### src/rtl/dpg_pkg.sv
package dpg_pkg;

   // Control word bit positions (software encodes these, so they are fixed)
   localparam int BIT_RSVD  = 7;
   localparam int BIT_START = 6;
   localparam int BIT_POL   = 5;
   localparam int BIT_FAST  = 4;
   localparam int CNT_LSB   = 0;
   localparam int CNT_W     = 4;

   typedef enum logic [1:0] {
      PH_IDLE  = 2'd0,
      PH_BREAK = 2'd1,
      PH_MAKE  = 2'd2
   } dpg_phase_e;

   typedef struct packed {
      logic             pol;
      logic             fast;
      logic [CNT_W-1:0] cnt;
   } dpg_cfg_t;

   function automatic logic count_legal(input logic [CNT_W-1:0] c, input int unsigned max_c);
      return (c != '0) && (int'(c) <= int'(max_c));
   endfunction

endpackage

### src/rtl/dpg_prescaler.sv
module dpg_prescaler #(
   parameter int unsigned TICK_DIV = 1000
) (
   input  logic clk,
   input  logic rst_n,
   input  logic restart,
   output logic tick
);
   generate
      if (TICK_DIV == 1) begin : g_direct
         logic unused_ok;
         assign unused_ok = ^{clk, rst_n, restart};
         assign tick = 1'b1;
      end else begin : g_count
         localparam int DIV_W = $clog2(TICK_DIV);
         localparam logic [DIV_W-1:0] LAST = DIV_W'(TICK_DIV - 1);
         logic [DIV_W-1:0] div_q;

         always_ff @(posedge clk or negedge rst_n) begin
            if (!rst_n) begin
               div_q <= '0;
            end else if (restart || div_q == LAST) begin
               div_q <= '0;
            end else begin
               div_q <= div_q + 1'b1;
            end
         end

         assign tick = (div_q == LAST) && !restart;
      end
   endgenerate

endmodule

### src/rtl/dpg_ctrl.sv
module dpg_ctrl
   import dpg_pkg::*;
#(
   parameter int unsigned MAX_PULSES = 10
) (
   input  logic             clk,
   input  logic             rst_n,
   input  logic             we,
   input  logic [7:0]       wdata,
   input  logic             seq_busy,
   input  logic             tone_busy,
   input  logic             fsk_busy,
   output dpg_cfg_t         cfg_q,
   output logic             start,
   output logic [CNT_W-1:0] start_cnt,
   output logic             stop,
   output logic             count_err,
   output logic             lock_err
);
   logic             req_start;
   logic             req_stop;
   logic             locked;
   logic             cnt_ok;
   logic             take_write;
   logic [CNT_W-1:0] w_cnt;
   logic             unused_rsvd;

   assign unused_rsvd = wdata[BIT_RSVD];
   assign w_cnt       = wdata[CNT_LSB +: CNT_W];
   assign req_start   = we && wdata[BIT_START];
   assign req_stop    = we && !wdata[BIT_START];
   assign locked      = tone_busy || fsk_busy;
   assign cnt_ok      = count_legal(w_cnt, MAX_PULSES);

   // Start requests while running are discarded entirely
   assign take_write  = req_stop || (req_start && !seq_busy);

   assign start       = req_start && !seq_busy && !locked && cnt_ok;
   assign start_cnt   = w_cnt;
   assign stop        = req_stop && seq_busy;

   always_ff @(posedge clk or negedge rst_n) begin
      if (!rst_n) begin
         cfg_q <= '0;
      end else if (take_write) begin
         cfg_q.pol  <= wdata[BIT_POL];
         cfg_q.fast <= wdata[BIT_FAST];
         cfg_q.cnt  <= w_cnt;
      end
   end

   always_ff @(posedge clk or negedge rst_n) begin
      if (!rst_n) begin
         count_err <= 1'b0;
         lock_err  <= 1'b0;
      end else if (req_start && !seq_busy) begin
         count_err <= !cnt_ok;
         lock_err  <= locked;
      end
   end

endmodule

### src/rtl/dpg_sequencer.sv
module dpg_sequencer
   import dpg_pkg::*;
#(
   parameter int unsigned SLOW_TICKS = 100,
   parameter int unsigned FAST_TICKS = 50,
   parameter int unsigned BREAK_PCT  = 60
) (
   input  logic             clk,
   input  logic             rst_n,
   input  logic             start,
   input  logic [CNT_W-1:0] start_cnt,
   input  logic             stop,
   input  logic             fast,
   input  logic             tick,
   output dpg_phase_e       phase,
   output logic             done
);
   localparam int unsigned SLOW_BRK = (SLOW_TICKS * BREAK_PCT) / 100;
   localparam int unsigned SLOW_MAK = SLOW_TICKS - SLOW_BRK;
   localparam int unsigned FAST_BRK = (FAST_TICKS * BREAK_PCT) / 100;
   localparam int unsigned FAST_MAK = FAST_TICKS - FAST_BRK;
   localparam int PH_W = $clog2(SLOW_TICKS + 1);

   localparam logic [PH_W-1:0] SLOW_BRK_END = PH_W'(SLOW_BRK - 1);
   localparam logic [PH_W-1:0] SLOW_MAK_END = PH_W'(SLOW_MAK - 1);
   localparam logic [PH_W-1:0] FAST_BRK_END = PH_W'(FAST_BRK - 1);
   localparam logic [PH_W-1:0] FAST_MAK_END = PH_W'(FAST_MAK - 1);

   logic [PH_W-1:0]  ph_cnt;
   logic [CNT_W-1:0] left_q;
   logic [PH_W-1:0]  brk_end;
   logic [PH_W-1:0]  mak_end;

   assign brk_end = fast ? FAST_BRK_END : SLOW_BRK_END;
   assign mak_end = fast ? FAST_MAK_END : SLOW_MAK_END;

   always_ff @(posedge clk or negedge rst_n) begin
      if (!rst_n) begin
         phase  <= PH_IDLE;
         ph_cnt <= '0;
         left_q <= '0;
         done   <= 1'b0;
      end else begin
         done <= 1'b0;
         if (stop) begin
            phase  <= PH_IDLE;
            ph_cnt <= '0;
         end else if (start) begin
            phase  <= PH_BREAK;
            ph_cnt <= '0;
            left_q <= start_cnt;
         end else if (tick) begin
            unique case (phase)
               PH_BREAK: begin
                  if (ph_cnt == brk_end) begin
                     ph_cnt <= '0;
                     phase  <= PH_MAKE;
                  end else begin
                     ph_cnt <= ph_cnt + 1'b1;
                  end
               end
               PH_MAKE: begin
                  if (ph_cnt == mak_end) begin
                     ph_cnt <= '0;
                     if (left_q == CNT_W'(1)) begin
                        phase <= PH_IDLE;
                        done  <= 1'b1;
                     end else begin
                        left_q <= left_q - 1'b1;
                        phase  <= PH_BREAK;
                     end
                  end else begin
                     ph_cnt <= ph_cnt + 1'b1;
                  end
               end
               default: begin
                  ph_cnt <= '0;
               end
            endcase
         end
      end
   end

endmodule

### src/rtl/dial_pulse_gen.sv
module dial_pulse_gen
   import dpg_pkg::*;
#(
   parameter int unsigned TICK_DIV   = 1000,
   parameter int unsigned SLOW_TICKS = 100,
   parameter int unsigned FAST_TICKS = 50,
   parameter int unsigned BREAK_PCT  = 60,
   parameter int unsigned MAX_PULSES = 10
) (
   input  logic       clk,
   input  logic       rst_n,
   input  logic       cfg_we,
   input  logic [7:0] cfg_wdata,
   input  logic       tone_busy,
   input  logic       fsk_busy,
   output logic       pulse_out,
   output logic       busy,
   output logic       done,
   output logic       count_err,
   output logic       lock_err
);
   // Elaboration-time parameter checks
   generate
      if (TICK_DIV < 1) begin : g_bad_div
         $error("TICK_DIV must be at least 1");
      end
      if (BREAK_PCT < 1 || BREAK_PCT > 99) begin : g_bad_pct
         $error("BREAK_PCT must lie in 1..99");
      end
      if ((FAST_TICKS * BREAK_PCT) / 100 < 1 || FAST_TICKS >= SLOW_TICKS) begin : g_bad_ticks
         $error("FAST_TICKS too small for BREAK_PCT or not below SLOW_TICKS");
      end
      if (MAX_PULSES < 1 || MAX_PULSES > (1 << CNT_W) - 1) begin : g_bad_max
         $error("MAX_PULSES must fit the count field");
      end
   endgenerate

   dpg_cfg_t         cfg_q;
   logic             start;
   logic             stop;
   logic [CNT_W-1:0] start_cnt;
   logic             tick;
   dpg_phase_e       phase;

   dpg_ctrl #(
      .MAX_PULSES (MAX_PULSES)
   ) u_ctrl (
      .clk       (clk),
      .rst_n     (rst_n),
      .we        (cfg_we),
      .wdata     (cfg_wdata),
      .seq_busy  (busy),
      .tone_busy (tone_busy),
      .fsk_busy  (fsk_busy),
      .cfg_q     (cfg_q),
      .start     (start),
      .start_cnt (start_cnt),
      .stop      (stop),
      .count_err (count_err),
      .lock_err  (lock_err)
   );

   dpg_prescaler #(
      .TICK_DIV (TICK_DIV)
   ) u_presc (
      .clk     (clk),
      .rst_n   (rst_n),
      .restart (start),
      .tick    (tick)
   );

   dpg_sequencer #(
      .SLOW_TICKS (SLOW_TICKS),
      .FAST_TICKS (FAST_TICKS),
      .BREAK_PCT  (BREAK_PCT)
   ) u_seq (
      .clk       (clk),
      .rst_n     (rst_n),
      .start     (start),
      .start_cnt (start_cnt),
      .stop      (stop),
      .fast      (cfg_q.fast),
      .tick      (tick),
      .phase     (phase),
      .done      (done)
   );

   logic unused_cnt;
   assign unused_cnt = ^cfg_q.cnt;

   assign busy = (phase != PH_IDLE);

   // Make is the only phase that differs from idle in positive logic
   assign pulse_out = (phase == PH_MAKE) ^ cfg_q.pol;

endmodule

### config.mk
export PLATFORM = sky130hd
export DESIGN_NAME = dial_pulse_gen
export DESIGN_NICKNAME = d
export VERILOG_FILES = /design/src/rtl/dpg_pkg.sv /design/src/rtl/dpg_prescaler.sv /design/src/rtl/dpg_ctrl.sv /design/src/rtl/dpg_sequencer.sv /design/src/rtl/dial_pulse_gen.sv
export SDC_FILE = /design/constraint.sdc
export NUM_CORES = 1
export LEC_CHECK = 0
export BUFFER_PORTS_ARGS = -buffer_cell sky130_fd_sc_hd__buf_2
export CAP_MARGIN = 20
export CORE_UTILIZATION = 50
export DETAILED_ROUTE_END_ITERATION = 6
export PLACE_DENSITY = 0.69
export SYNTH_ARGS = -nofsm -noshare
export SYNTH_HDL_FRONTEND = slang
export SYNTH_HIERARCHICAL = 1
export SYNTH_SLANG_ARGS = --single-unit
### constraint.sdc
create_clock -name clk -period 3.15 [get_ports clk]
set_input_delay 0.1575 -clock clk [delete_from_list [all_inputs] [get_ports clk]]
set_output_delay 0.1575 -clock clk [all_outputs]
set_load 0.05 [all_outputs]
# Yosys cells after proc, flatten, opt, wreduce, memory -nomap -nowiden
# Index checks and enable logic that the tools add are counted.
[op_classes]
reduce_logical = 25
add_sub_neg = 3
n_lt_le_gt_ge = 1
eq_ne = 9
n_mux = 27
bitwise_logic = 2
[ops]
columns = ["cell", "n"]
rows = [
  ["7-bit 2-to-1 mux", 5],
  ["4-bit 2-to-1 mux", 5],
  ["7-bit equality test", 2],
  ["7-bit one-hot mux with 2 select lines", 1],
  ["6-bit 2-to-1 mux", 2],
  ["10-bit by 1-bit adder with 10-bit output (second input constant)", 1],
  ["10-bit equality test (second input constant)", 1],
  ["10-bit 2-to-1 mux", 1],
  ["2-bit 2-to-1 mux", 5],
  ["1-bit logical AND", 8],
  ["2-bit nonzero test", 4],
  ["4-bit nonzero test", 2],
  ["7-bit by 1-bit adder with 7-bit output (second input constant)", 1],
  ["1-bit 2-to-1 mux", 7],
  ["1-bit logical NOT", 5],
  ["5-bit AND reduction", 1],
  ["4-bit by 1-bit equality test with 1-bit output (second input constant)", 1],
  ["4-bit less-or-equal comparator (second input constant)", 1],
  ["4-bit by 2-bit != test with 1-bit output (second input constant)", 1],
  ["4-bit by 3-bit != test with 1-bit output (second input constant)", 1],
  ["2-bit one-hot mux with 2 select lines", 1],
  ["4-bit AND reduction", 1],
  ["4-bit by 1-bit subtractor with 4-bit output (second input constant)", 1],
  ["1-bit logical OR", 3],
  ["other kinds (6)", 6],
]
[totals]
regBits = 28
wordCells = 76
in_bits = 13

# Logic depth before layout (Yosys ltp)
# Gate-level depths: netlist of the first run.
[depth]
word_depth = 10
ltp_mapped = 11
mapped_depth_nobuf = 9

# Cells and area by module
# The synthesis of the first run kept the hierarchy.
[by_module_without_submodules]
columns = ["module", "n_inst", "cells_each", "seq_area_each_um2", "area_per_inst_um2"]
rows = [
  ["dpg_sequencer", 1, 107, 350.3, 1026.0],
  ["dpg_prescaler", 1, 52, 250.2, 533.0],
  ["dpg_ctrl", 1, 31, 200.2, 382.9],
  ["dial_pulse_gen", 1, 3, 0.0, 36.3],
]

# Worst setup path after synthesis of the first run
# No wires, ideal clock.
[synth_path]
kind = "reg-to-reg"
from = "reg u_seq.phase[1]"
to = "reg u_seq.ph_cnt[4]"
stages_incl_launch_ff = 12
setup_time_ps = 124
path_buffers = 3
period_less_slack_ps = 2984
path_slack_ps = 166
t_arrival_ps = 2860
path_cell_list = "dfrtp_1 or2_1 and3b_2 nand2_1 nor2b_1 buf_2 or2_1 clkbuf_1 or2_1 clkbuf_1 nor4_1 a211o_1"
[synth_between]
elab_chain_cells = 8
elab_cells_between_ends = 15
classes_between = "2 x eq/ne; 4 x mux; 9 x reduce/logical"
[synth_rtl]
columns = ["item", "line", "source"]
rows = [
  ["start, declared", "dpg_sequencer.sv:15", "output dpg_phase_e phase,"],
  ["start signal, assigned", "dpg_sequencer.sv:39", "phase <= PH_IDLE;"],
  ["start signal, assigned", "dpg_sequencer.sv:46", "phase <= PH_IDLE;"],
  ["start signal, assigned", "dpg_sequencer.sv:49", "phase <= PH_BREAK;"],
  ["2-bit nonzero test *", "dial_pulse_gen.sv:91", "assign busy = (phase != PH_IDLE);"],
  ["named net busy", "dial_pulse_gen.sv:17", "output logic busy,"],
  ["1-bit logical NOT *", "dpg_ctrl.sv:38", "assign start = req_start && !seq_busy && !locked && cnt_ok;"],
  ["1-bit logical AND * (3 in a row)", "dpg_ctrl.sv:38", ""],
  ["named net start", "dial_pulse_gen.sv:39", "logic start;"],
  ["1-bit logical NOT", "dpg_prescaler.sv:29", "assign tick = (div_q == LAST) && !restart;"],
  ["1-bit logical AND", "dpg_prescaler.sv:29", ""],
  ["3-bit nonzero test (no line)", "-", ""],
  ["end signal, assigned", "dpg_sequencer.sv:59", "ph_cnt <= ph_cnt + 1'b1;"],
  ["end signal, assigned", "dpg_sequencer.sv:73", "ph_cnt <= ph_cnt + 1'b1;"],
  ["end, declared", "dpg_sequencer.sv:29", "logic [PH_W-1:0] ph_cnt;"],
]
# Mark *: on every way through the listed nets, which the timed path passes. The rest lies on a longest branch. The select of a mux whose other input is x is not followed.
# A chain may end at the register's enable or synchronous reset.

# Final worst setup path of the first run
[layout_path]
from = "reg u_presc.g_count.div_q[0]"
to = "reg u_seq.left_q[3]"
[layout_between]
elab_chain_cells = 4
[layout_rtl]
columns = ["item", "line", "source"]
rows = [
  ["start, declared", "dpg_prescaler.sv:17", "logic [DIV_W-1:0] div_q;"],
  ["start signal, assigned", "dpg_prescaler.sv:25", "div_q <= div_q + 1'b1;"],
  ["10-bit equality test", "dpg_prescaler.sv:29", ""],
  ["1-bit logical AND", "dpg_prescaler.sv:29", ""],
  ["named net tick", "dial_pulse_gen.sv:42", "logic tick;"],
  ["2-bit nonzero test (no line)", "-", ""],
  ["5-bit AND reduction (no line)", "-", ""],
  ["end signal, assigned", "dpg_sequencer.sv:51", "left_q <= start_cnt;"],
  ["end signal, assigned", "dpg_sequencer.sv:69", "left_q <= left_q - 1'b1;"],
  ["end, declared", "dpg_sequencer.sv:30", "logic [CNT_W-1:0] left_q;"],
]
# The timed path passes the listed nets, and every way through them passes these cells.

==> metrics.md, run 1 <==
| Metric | Value |
|---|---|
| Die footprint | 0.00391 sq mm |
| Row count | 21 |
| DRC | 0 |
| Maximum vdd drop | 0.253 mV |
| Initial antenna violation count | 0 |
| Syn Inst Count | 185 |
| Die Height | 62.5 um |
| CTS sink count | 28 |
| Cell family with most CP delay | simple AND/OR/NAND/NOR gates |
| Net Count, Synth | 204 |
| Critical Path Fanout Max | 5 |
| Crit path largest cell delay | 0.45 ns |
| N_diodes | 0 |
| Worst hold slack | 0.0542 ns |
| Syn avg cell area | 9.91 sq um |
| Overall routing resource usage | 20.4% |
| Clk buf depth | 2 |
| I/O pin cnt | 18 |
| CTS HTree Levels | 1 |
| CP max stage cell | or4_4 |
| Port buffer count | 16 |
| Worst-path clk slew | 0.15 ns |
| TritonCTS Buffers | 3 |
| Layout fillers | 296 |
| Cell Chain, Critical Path | ha_1 > nand2_1 > nor4b_4 > nand3_1 > nor2_1 > o2111ai_4 > or4_4 > mux2i_1 > o221a_1 |
| Fin nets | 221 |
| Tmin final | 2.70 ns |
| Synth Warn # | 6 |
| Max-slew headroom at the worst pin | 46.3% |
| Number of DRC markers in iteration 0 | 118 |
| Via count | 1471 |
| MaxCap Viol Count | 0 |
| Final Max Slew Viols | 0 |
| Routed Antenna Nets | 0 |
| Clock Latency Late Sink | 0.33 ns |
| Final worst-path cycle share | 85.6% |
| Worst setup SP type | flip-flop |
| Final Power | 1.22 mW |
| Largest net degree at the start of global routing | 29 |
| Kind of critical path | flip-flop to flip-flop |
| Cts repair resizes | 0 |
| Post-synthesis instance area | 0.00183 sq mm |
| DR vias/cell | 5.96 |
| CTS tree | done |
| Leakage | 0.886 nW |
| Highest clock rate | 371 MHz |
| Setup Buffers After CTS | 0 |
| Die X | 62.5 um |
| Critical path origin | u_presc/g_count.div_q[0]$_DFF_PN0_ |
| Pwr Density | 609 mW/mm^2 |
| Final Hold Fails | 0 |
| Worst slew pin tran | 0.805 ns |
| Setup TNS | 0 ns |
| Core area | 0.00342 sq mm |
| DR WL/cell | 14.9 um |
| Post-Route WL | 3670 um |
| CP bufs+invs | 0 |
| Layout cells sized above 1 | 21.4% |
| RSZ-0062 raised after global routing | false |
| Reg-to-Reg Start | u_presc/g_count.div_q[0]$_DFF_PN0_ |
| Root Buffer | clkbuf_4 |
| Setup violators final | 0 |
| First-pass GRT wire length | 6330 um |
| Initial DRT Pass Iterations | 4 |
| Pre-CTS setup slack | 0.538 ns |
| Status | complete, no violations |
| Crit path DAT | 2.97 ns |
| Gpl congestion | 0.867 |
| Vias in the first global route | 1419 |
| Type of the tightest min-delay check | input port to flip-flop |
| Starting Density | 53.7% |
| Final HPWL DP | 2770 um |
| Area growth from synthesis to layout | 9.35% |
| Total grt overflow | 0 |
| Crit. End Element | flip-flop |
| Hold Crit Start | cfg_wdata[4] |
| Fin Clk Skew | 0.00480 ns |
| Worst EP required | 3.43 ns |
| Final setup margin | 0.454 ns |
[worst reg2reg max path: cells and delay by family, from the launching register on]
kind            cells  cell delay, ns
fa+ha+maj           1            0.23
flops               1            0.44
simple gates        5            1.41
compound gates      2            0.41
mux                 1            0.16
[state kept, by name, summed over array words and instances, names as in the netlist]
signal,flops
u_presc/g_count.div_q,10
u_ctrl/count_err,1
u_seq/ph_cnt,7
u_seq/phase,2
u_ctrl/cfg_q,2
u_seq/done,1
u_seq/left_q,4
u_ctrl/lock_err,1
[routing by layer]
| layer | global-route usage [%] | routed length [um] | vias to the layer above |
|---|---|---|---|
| met5 | 0 | 0 | - |
| met4 | 7.85 | 53 | 0 |
| met3 | 2.74 | 112 | 6 |
| met2 | 34.8 | 1810 | 29 |
| met1 | 26.2 | 1690 | 727 |
| li1 | - | - | 709 |
[report_power, final]
group	switching, mW	internal (mW)	total [mW]
Combinational	0.264	0.171	0.435
Clock	0.107	0.129	0.236
Sequential	0.105	0.443	0.549
Total	0.477	0.743	1.22
[path summary, 6_finish.rpt]
path / to / cells past startpoint / slack (ns)
max: u_seq/left_q[3]$_DFFE_PN0P_ / 9 / 0.45
min: u_ctrl/cfg_q[4]$_DFFE_PN0P_ / 2 / 0.05
max reg2reg: u_seq/left_q[3]$_DFFE_PN0P_ / 9 / 0.45
max in group asynchronous: u_seq/phase[0]$_DFFE_PN0P_ / 2 / 2.39
min in group asynchronous: u_presc/g_count.div_q[6]$_DFF_PN0_ / 2 / 0.35
min reg2reg: u_ctrl/lock_err$_DFFE_PN0P_ / 1 / 0.52
[placed cells by master (no fill, tap or decap), drive strengths merged, types with 4 or more instances in the layout]
cell     n
nor3     4
and4bb   4
nand2   10
ha       6
or2      5
dfrtp   28
inv      9
xnor2    4
nand3   13
buf     20
nor2    20
a21oi    9
nor4     6
nand2b   6
a21o     4
[stage by stage]
stage | instance area [sq um] | cells | util, %
2_1_floorplan | 1830 | 185 | -
3_3_place_gp | 1940 | 242 | 56.8
3_5_place_dp | 1940 | 242 | 56.8
4_1_cts | 2000 | 247 | 58.7
5_1_grt | 2000 | 247 | 58.7
6_report | 2000 | 247 | 58.7
[repair_timing]
item,CTS,global route
setup endpoints to repair,0,0
endpoints found under the hold margin,28,0
hold buffers,1,0
[final cells by class]
type | instances | area (sq um) | area share, %
Clock buffer | 3 | 22.5 | 1.12
Clock inverter | 1 | 30.0 | 1.50
Sequential cell | 28 | 701 | 35.0
Tap cell | 46 | 57.6 | 2.87
Timing Repair Buffer | 21 | 120 | 5.99
Multi-Input combinational cell | 139 | 1040 | 51.9
Inverter | 9 | 33.8 | 1.69
Power figures use the tool's default switching activity.
==> inputs of run 2 (changes only) <==
--- a/config.mk
+++ b/config.mk
@@ -10,6 +10,7 @@
 export CORE_UTILIZATION = 50
 export DETAILED_ROUTE_END_ITERATION = 6
 export PLACE_DENSITY = 0.69
+export SKIP_CTS_REPAIR_TIMING = 1
 export SYNTH_ARGS = -nofsm -noshare
 export SYNTH_HDL_FRONTEND = slang
 export SYNTH_HIERARCHICAL = 1
==> constraint.sdc (replaced) <==
create_clock -name clk -period 3.15 [get_ports clk]
set_input_delay 0.63 -clock clk [delete_from_list [all_inputs] [get_ports clk]]
set_output_delay 0.63 -clock clk [all_outputs]
set_load 0.05 [all_outputs]
==> run 2 against run 1 <==
Net effect: die area did not move; flip-flop and latch count did not move; final area fell by 0.87%; critical path type unchanged; first-iteration DRC count down 25%; critical endpoint is now u_seq/left_q[0]$_DFFE_PN0P_.
==> metrics.md, run 2 (synthesis results as in run 1) <==
| Metric | Value |
|---|---|
| Overall routing resource usage | 20.1% (-0.38 points) |
| Final setup margin | 0.490 ns (+0.0360 ns) |
| Cells after DPL | 241 (-0.41%) |
| Crit path largest cell delay | 0.47 ns (+0.02 ns) |
| Worst hold slack | 0.284 ns (+0.230 ns) |
| RSZ-0062 raised after global routing | false |
| Core area | 0.00342 sq mm (unchanged) |
| Row count | 21 (unchanged) |
| Via count | 1431 (-2.7%) |
| Final Power | 1.22 mW (-0.34%) |
| Multi-input logic area | 0.00104 sq mm (unchanged) |
| Worst setup SP type | flip-flop |
| Commonest non-fill, non-tap cell in the layout | dfrtp_1 |
| Area growth from synthesis to layout | 8.40% |
| DR WL/cell | 14.8 um (-0.28%) |
| Met2 Usage GRT | 33.2% (-1.6 points) |
| Root Buffer | clkbuf_4 |
| First-pass GRT wire length | 6270 um (-1.1%) |
| Clock Latency Late Sink | 0.33 ns (about the same) |
| Highest-count cells in the layout ignoring fill and taps | dfrtp_1, nor2_1, buf_2 |
| Maximum vdd drop | 0.270 mV (+6.8%) |
| CTS HTree Levels | 1 (unchanged) |
| Crit path DAT | 2.89 ns (-0.08 ns) |
| Highest clock rate | 376 MHz (+1.4%) |
| Total grt overflow | 0 (unchanged) |
| Crit. End Element | flip-flop |
| Post-Route WL | 3630 um (-1.1%) |
| Critical Path Fanout Max | 8 (+3) |
| Setup TNS | 0 ns (unchanged) |
| MaxCap Viol Count | 0 (unchanged) |
| Initial DRT Pass Iterations | 4 (unchanged) |
| Most Crowded Layer GR | met2 |
| Die X | 62.5 um (unchanged) |
| Initial antenna violation count | 0 (unchanged) |
| Placed Area | 0.00193 sq mm (-0.39%) |
| Met1 usage | 26.8% (+0.58 points) |
| Port buffer count | 16 (unchanged) |
| Max reg flops | 10 (unchanged) |
| Status | complete, no violations |
| Register area | 701 sq um (unchanged) |
| CP max stage cell | dfrtp_1 |
| I/O pin cnt | 18 (unchanged) |
| Fin util | 58.2% (-0.51 points) |
| Vias in the first global route | 1418 (-0.070%) |
| Max-slew headroom at the worst pin | 45.7% (-0.61 points) |
| Tmin final | 2.66 ns (-0.0360 ns) |
| Layout cells sized above 1 | 21.1% (-0.29 points) |
| Type of the tightest min-delay check | input port to async pin |
| N_diodes | 0 (unchanged) |
| Finished Layout Cells | 245 (-0.81%) |
| Starting Density | 53.7% (unchanged) |
| Number of DRC markers in iteration 0 | 88 (-25%) |
| DRC | 0 (unchanged) |
| Pre-CTS setup slack | 0.482 ns (-0.0561 ns) |
| Reg with most FFs | u_presc/g_count.div_q |
| Most frequent CP cell | nand2_1 |
| Final Hold Fails | 0 (unchanged) |
| Leakage | 0.876 nW (-1.1%) |
| Die footprint | 0.00391 sq mm (unchanged) |
| Final instance area | 0.00199 sq mm (-0.87%) |
| CTS tree | done |
| Worst-path clk slew | 0.15 ns (about the same) |
| Worst slew pin tran | 0.814 ns (+0.00909 ns) |
| Layout fillers | 306 (+3.4%) |
| DR vias/cell | 5.84 (-1.9%) |
| Final HPWL DP | 2780 um (+0.42%) |
| Fin Clk Skew | 0.00562 ns (+0.000820 ns) |
| Clk buf depth | 2 (unchanged) |
| CTS sink count | 28 (unchanged) |
| Fin nets | 219 (-0.90%) |
| Largest net degree at the start of global routing | 29 (unchanged) |
| Pwr Density | 612 mW/mm^2 (+0.53%) |
| Worst EP required | 3.38 ns (-0.05 ns) |
| Final worst-path cycle share | 84.5% (-1.1 points) |
| Routed Antenna Nets | 0 (unchanged) |
| Gpl congestion | 0.843 (-2.8%) |
| TritonCTS Buffers | 3 (unchanged) |
| Kind of critical path | flip-flop to flip-flop |
| Cell Chain, Critical Path | or2_1 > and3b_2 > nand2_1 > nor2b_1 > buf_4 > a21oi_1 > nor2_1 > nand2_1 > o221a_1 |
| Met3 GRT Util | 2.74% (unchanged) |
| Final Max Slew Viols | 0 (unchanged) |
| Setup violators final | 0 (unchanged) |
| Largest regs | u_presc/g_count.div_q (10), u_seq/ph_cnt (7), u_seq/left_q (4) |
| Die Height | 62.5 um (unchanged) |
==> run 2: cell type report <==
| type | count | share of cell area (%) |
|---|---|---|
| multi-input combinational | 139 | 52.3 |
| clock inverter | 1 | 1.51 |
| timing repair buffer | 19 | 5.16 |
| tap | 46 | 2.90 |
| sequential | 28 | 35.3 |
| inverter | 9 | 1.70 |
| clock buffer | 3 | 1.13 |
==> run 2: layer usage <==
layer / part of all wire [%] / routed length (um)
met5: 0 / 0
met4: 0.52 / 19
met3: 2.1 / 77
met2: 50 / 1830
met1: 47 / 1700
==> run 2: final timing paths <==
kind / cells after the start / from / slack (ns) / to
worst max-delay path: 9 / u_seq/phase[1]$_DFFE_PN0P_ / 0.49 / u_seq/left_q[0]$_DFFE_PN0P_
worst min-delay path: 1 / rst_n / 0.28 / u_presc/g_count.div_q[5]$_DFF_PN0_
worst max register to register: 9 / u_seq/phase[1]$_DFFE_PN0P_ / 0.49 / u_seq/left_q[0]$_DFFE_PN0P_
worst min register to register: 1 / u_ctrl/lock_err$_DFFE_PN0P_ / 0.52 / u_ctrl/lock_err$_DFFE_PN0P_
max in group asynchronous: 1 / rst_n / 2.46 / u_seq/ph_cnt[3]$_DFFE_PN0N_
min in group clk: 1 / u_ctrl/lock_err$_DFFE_PN0P_ / 0.52 / u_ctrl/lock_err$_DFFE_PN0P_
==> run 2: power by group <==
part / internal, mW / total [mW] / switching, mW / leakage, nW
Clock: 0.129 / 0.236 / 0.107 / 0.0279
Sequential: 0.443 / 0.550 / 0.106 / 0.352
Combinational: 0.167 / 0.431 / 0.264 / 0.497
==> run 2: worst max-delay path: cells and delay by family (launching register included) <==
family,cells,cell delay (ns)
flops,1,0.47
simple gates,6,1.50
buf+inv,1,0.24
compound gates,2,0.34
==> inputs of run 3 (changes only) <==
==> constraint.sdc (replaced) <==
create_clock -name clk -period 2.7 [get_ports clk]
set_input_delay 0.54 -clock clk [delete_from_list [all_inputs] [get_ports clk]]
set_output_delay 0.54 -clock clk [all_outputs]
set_load 0.05 [all_outputs]
==> run 3 against run 2 <==
Net effect: routed wire length grew 0.39%; sequential power grew 17%; utilization grew 0.66 points; flip-flop and latch count is the same; hold slack lost 0.072 ns; non-clock buffer count grew 2; via count grew 2.2%; count of clock-buffer cells in the layout is the same; global-route usage grew 0.086 points; total power grew 19%; critical endpoint is now u_seq/left_q[3]$_DFFE_PN0P_.
==> metrics.md, run 3 (synthesis results as in run 1) <==
| Metric | Value |
|---|---|
| First-pass GRT wire length | 6370 um (+1.6%) |
| Via count | 1463 (+2.2%) |
| Crit path largest cell delay | 0.45 ns (-0.02 ns) |
| Maximum vdd drop | 0.347 mV (+28%) |
| Final setup margin | 0.140 ns (-0.350 ns) |
| Clock Power Share | 18.6% (-0.8 points) |
| Max reg flops | 10 (unchanged) |
| Routed Antenna Nets | 0 (unchanged) |
| Kind of critical path | flip-flop to flip-flop |
| Sw Ratio | 38.7% (-0.46 points) |
| Gpl congestion | 0.867 (+2.8%) |
| Setup violators final | 0 (unchanged) |
| M1 wire length | 1770 um (+4.0%) |
| Final worst-path cycle share | 94.8% (+10 points) |
| Die X | 62.5 um (unchanged) |
| Max-slew headroom at the worst pin | 57.6% (+12 points) |
| Pwr Density | 719 mW/mm^2 (+17%) |
| I/O pin cnt | 18 (unchanged) |
| Root Buffer | clkbuf_4 |
| Number of DRC markers in iteration 0 | 72 (-18%) |
| DR vias/cell | 5.92 (+1.4%) |
| Commonest non-fill, non-tap cell in the layout | dfrtp_1 |
| Die footprint | 0.00391 sq mm (unchanged) |
| Critical Path Fanout Max | 5 (-3) |
| Vias in the first global route | 1463 (+3.2%) |
| DR WL/cell | 14.8 um (-0.43%) |
| Worst setup SP type | flip-flop |
| Crit path DAT | 2.83 ns (-0.06 ns) |
| Worst slew pin tran | 0.635 ns (-0.179 ns) |
| Layout cells sized above 1 | 23.4% (+2.3 points) |
| Reg with most FFs | u_presc/g_count.div_q |
| Total grt overflow | 0 (unchanged) |
| Area growth from synthesis to layout | 9.62% |
| Initial DRT Pass Iterations | 4 (unchanged) |
| Fin nets | 221 (+0.91%) |
| Crit. End Element | flip-flop |
| Highest clock rate | 391 MHz (+3.9%) |
| Worst EP required | 2.97 ns (-0.41 ns) |
| Final instance area | 0.00201 sq mm (+1.1%) |
| Starting Density | 53.7% (unchanged) |
| Fin Clk Skew | 0.00915 ns (+0.00352 ns) |
| Clock Latency Late Sink | 0.32 ns (about the same) |
| Overall routing resource usage | 20.1% (+0.086 points) |
| Cell Chain, Critical Path | ha_1 > nand2_1 > nor4b_4 > nand3_1 > nor2_2 > o2111ai_4 > or4_4 > mux2i_1 > o221a_1 |
| N_diodes | 0 (unchanged) |
| CP max stage cell | dfrtp_1 |
| Worst-path clk slew | 0.15 ns (about the same) |
| Initial antenna violation count | 0 (unchanged) |
| Largest regs | u_presc/g_count.div_q (10), u_seq/ph_cnt (7), u_seq/left_q (4) |
| Cell family with most CP delay | simple AND/OR/NAND/NOR gates |
| Type of the tightest min-delay check | input port to async pin |
| Reg power frac | 44.6% (-0.6 points) |
| TritonCTS Buffers | 3 (unchanged) |
| CTS tree | done |
| Status | complete, no violations |
| Placed Area | 0.00195 sq mm (+1.0%) |
| Final Hold Fails | 0 (unchanged) |
| Tmin final | 2.56 ns (-0.100 ns) |
| Sw power | 560 uW (+17%) |
| CTS sink count | 28 (unchanged) |
| Highest-count cells in the layout ignoring fill and taps | dfrtp_1, nor2_1, buf_2 |
| Largest net degree at the start of global routing | 29 (unchanged) |
| Metal3 WL | 73 um (-5.2%) |
| Die Height | 62.5 um (unchanged) |
| Worst Reg-to-Reg Cells | 9 (unchanged) |
| Int Pwr | 885 uW (+20%) |
| Highest metal used | met4 |
| Pre-CTS setup slack | 0.184 ns (-0.298 ns) |
| RSZ-0062 raised after global routing | true |
| Post-Route WL | 3640 um (+0.39%) |
| Row count | 21 (unchanged) |
| Final Max Slew Viols | 0 (unchanged) |
| Final HPWL DP | 2730 um (-1.9%) |
| CTS HTree Levels | 1 (unchanged) |
| Core area | 0.00342 sq mm (unchanged) |
| DRC | 0 (unchanged) |
| Clk buf depth | 2 (unchanged) |
| Logic pwr share | 36.8% (+1.4 points) |
| Routed wl met2 | 1770 um (-3.2%) |
| CP bufs+invs | 0 (-1) |
| Leakage | 0.887 nW (+1.2%) |
| Final Power | 1.44 mW (+19%) |
| MaxCap Viol Count | 0 (unchanged) |
| Port buffer count | 16 (unchanged) |
| Worst path depth | 9 (unchanged) |
-- run 3: path summary, 6_finish.rpt --
check,from,endpoint,slack (ns)
setup / recovery,u_presc/g_count.div_q[0]$_DFF_PN0_,u_seq/left_q[3]$_DFFE_PN0P_,0.14
hold / removal,rst_n,u_presc/g_count.div_q[2]$_DFF_PN0_,0.21
setup reg to reg,u_presc/g_count.div_q[0]$_DFF_PN0_,u_seq/left_q[3]$_DFFE_PN0P_,0.14
hold reg to reg,u_ctrl/lock_err$_DFFE_PN0P_,u_ctrl/lock_err$_DFFE_PN0P_,0.50
max in group asynchronous,rst_n,u_seq/ph_cnt[2]$_DFFE_PN0N_,2.07
min in group clk,cfg_wdata[4],u_ctrl/cfg_q[4]$_DFFE_PN0P_,0.45
-- run 3: power groups by stage --
stage	clock, mW	sequential (mW)	combinational, mW
2_1_floorplan	0	0.667	0.378
3_3_place_gp	0	0.642	0.513
3_5_place_dp	0	0.651	0.526
4_1_cts	0.280	0.643	0.528
5_1_grt	0.294	0.663	0.576
6_report	0.269	0.644	0.531
-- run 3: through the flow --
step                      cells  util (%)  TNS [ns]  hold WS, ns
after floorplan             185         -         0        0.244
after global routing        247      58.8   -0.0109        0.248
final                       247      58.8         0        0.213
after detailed placement    243      57.2         0        0.475
after global placement      243      57.2         0        0.472
after CTS                   247      58.8         0        0.222
-- run 3: final cells by class --
class | count | area [sq um]
Clock buffer | 3 | 22.5
Timing Repair Buffer | 21 | 118
Fill cell | 294 | 1410
Sequential cell | 28 | 701
Tap cell | 46 | 57.6
Inverter | 9 | 33.8
Clock inverter | 1 | 30.0
Multi-Input combinational cell | 139 | 1050
-- run 3: layer usage --
metal	global-route usage [%]	vias up
li1	-	712
met1	27.0	724
met2	34.1	25
met3	2.74	2
met4	5.23	0
met5	0	-
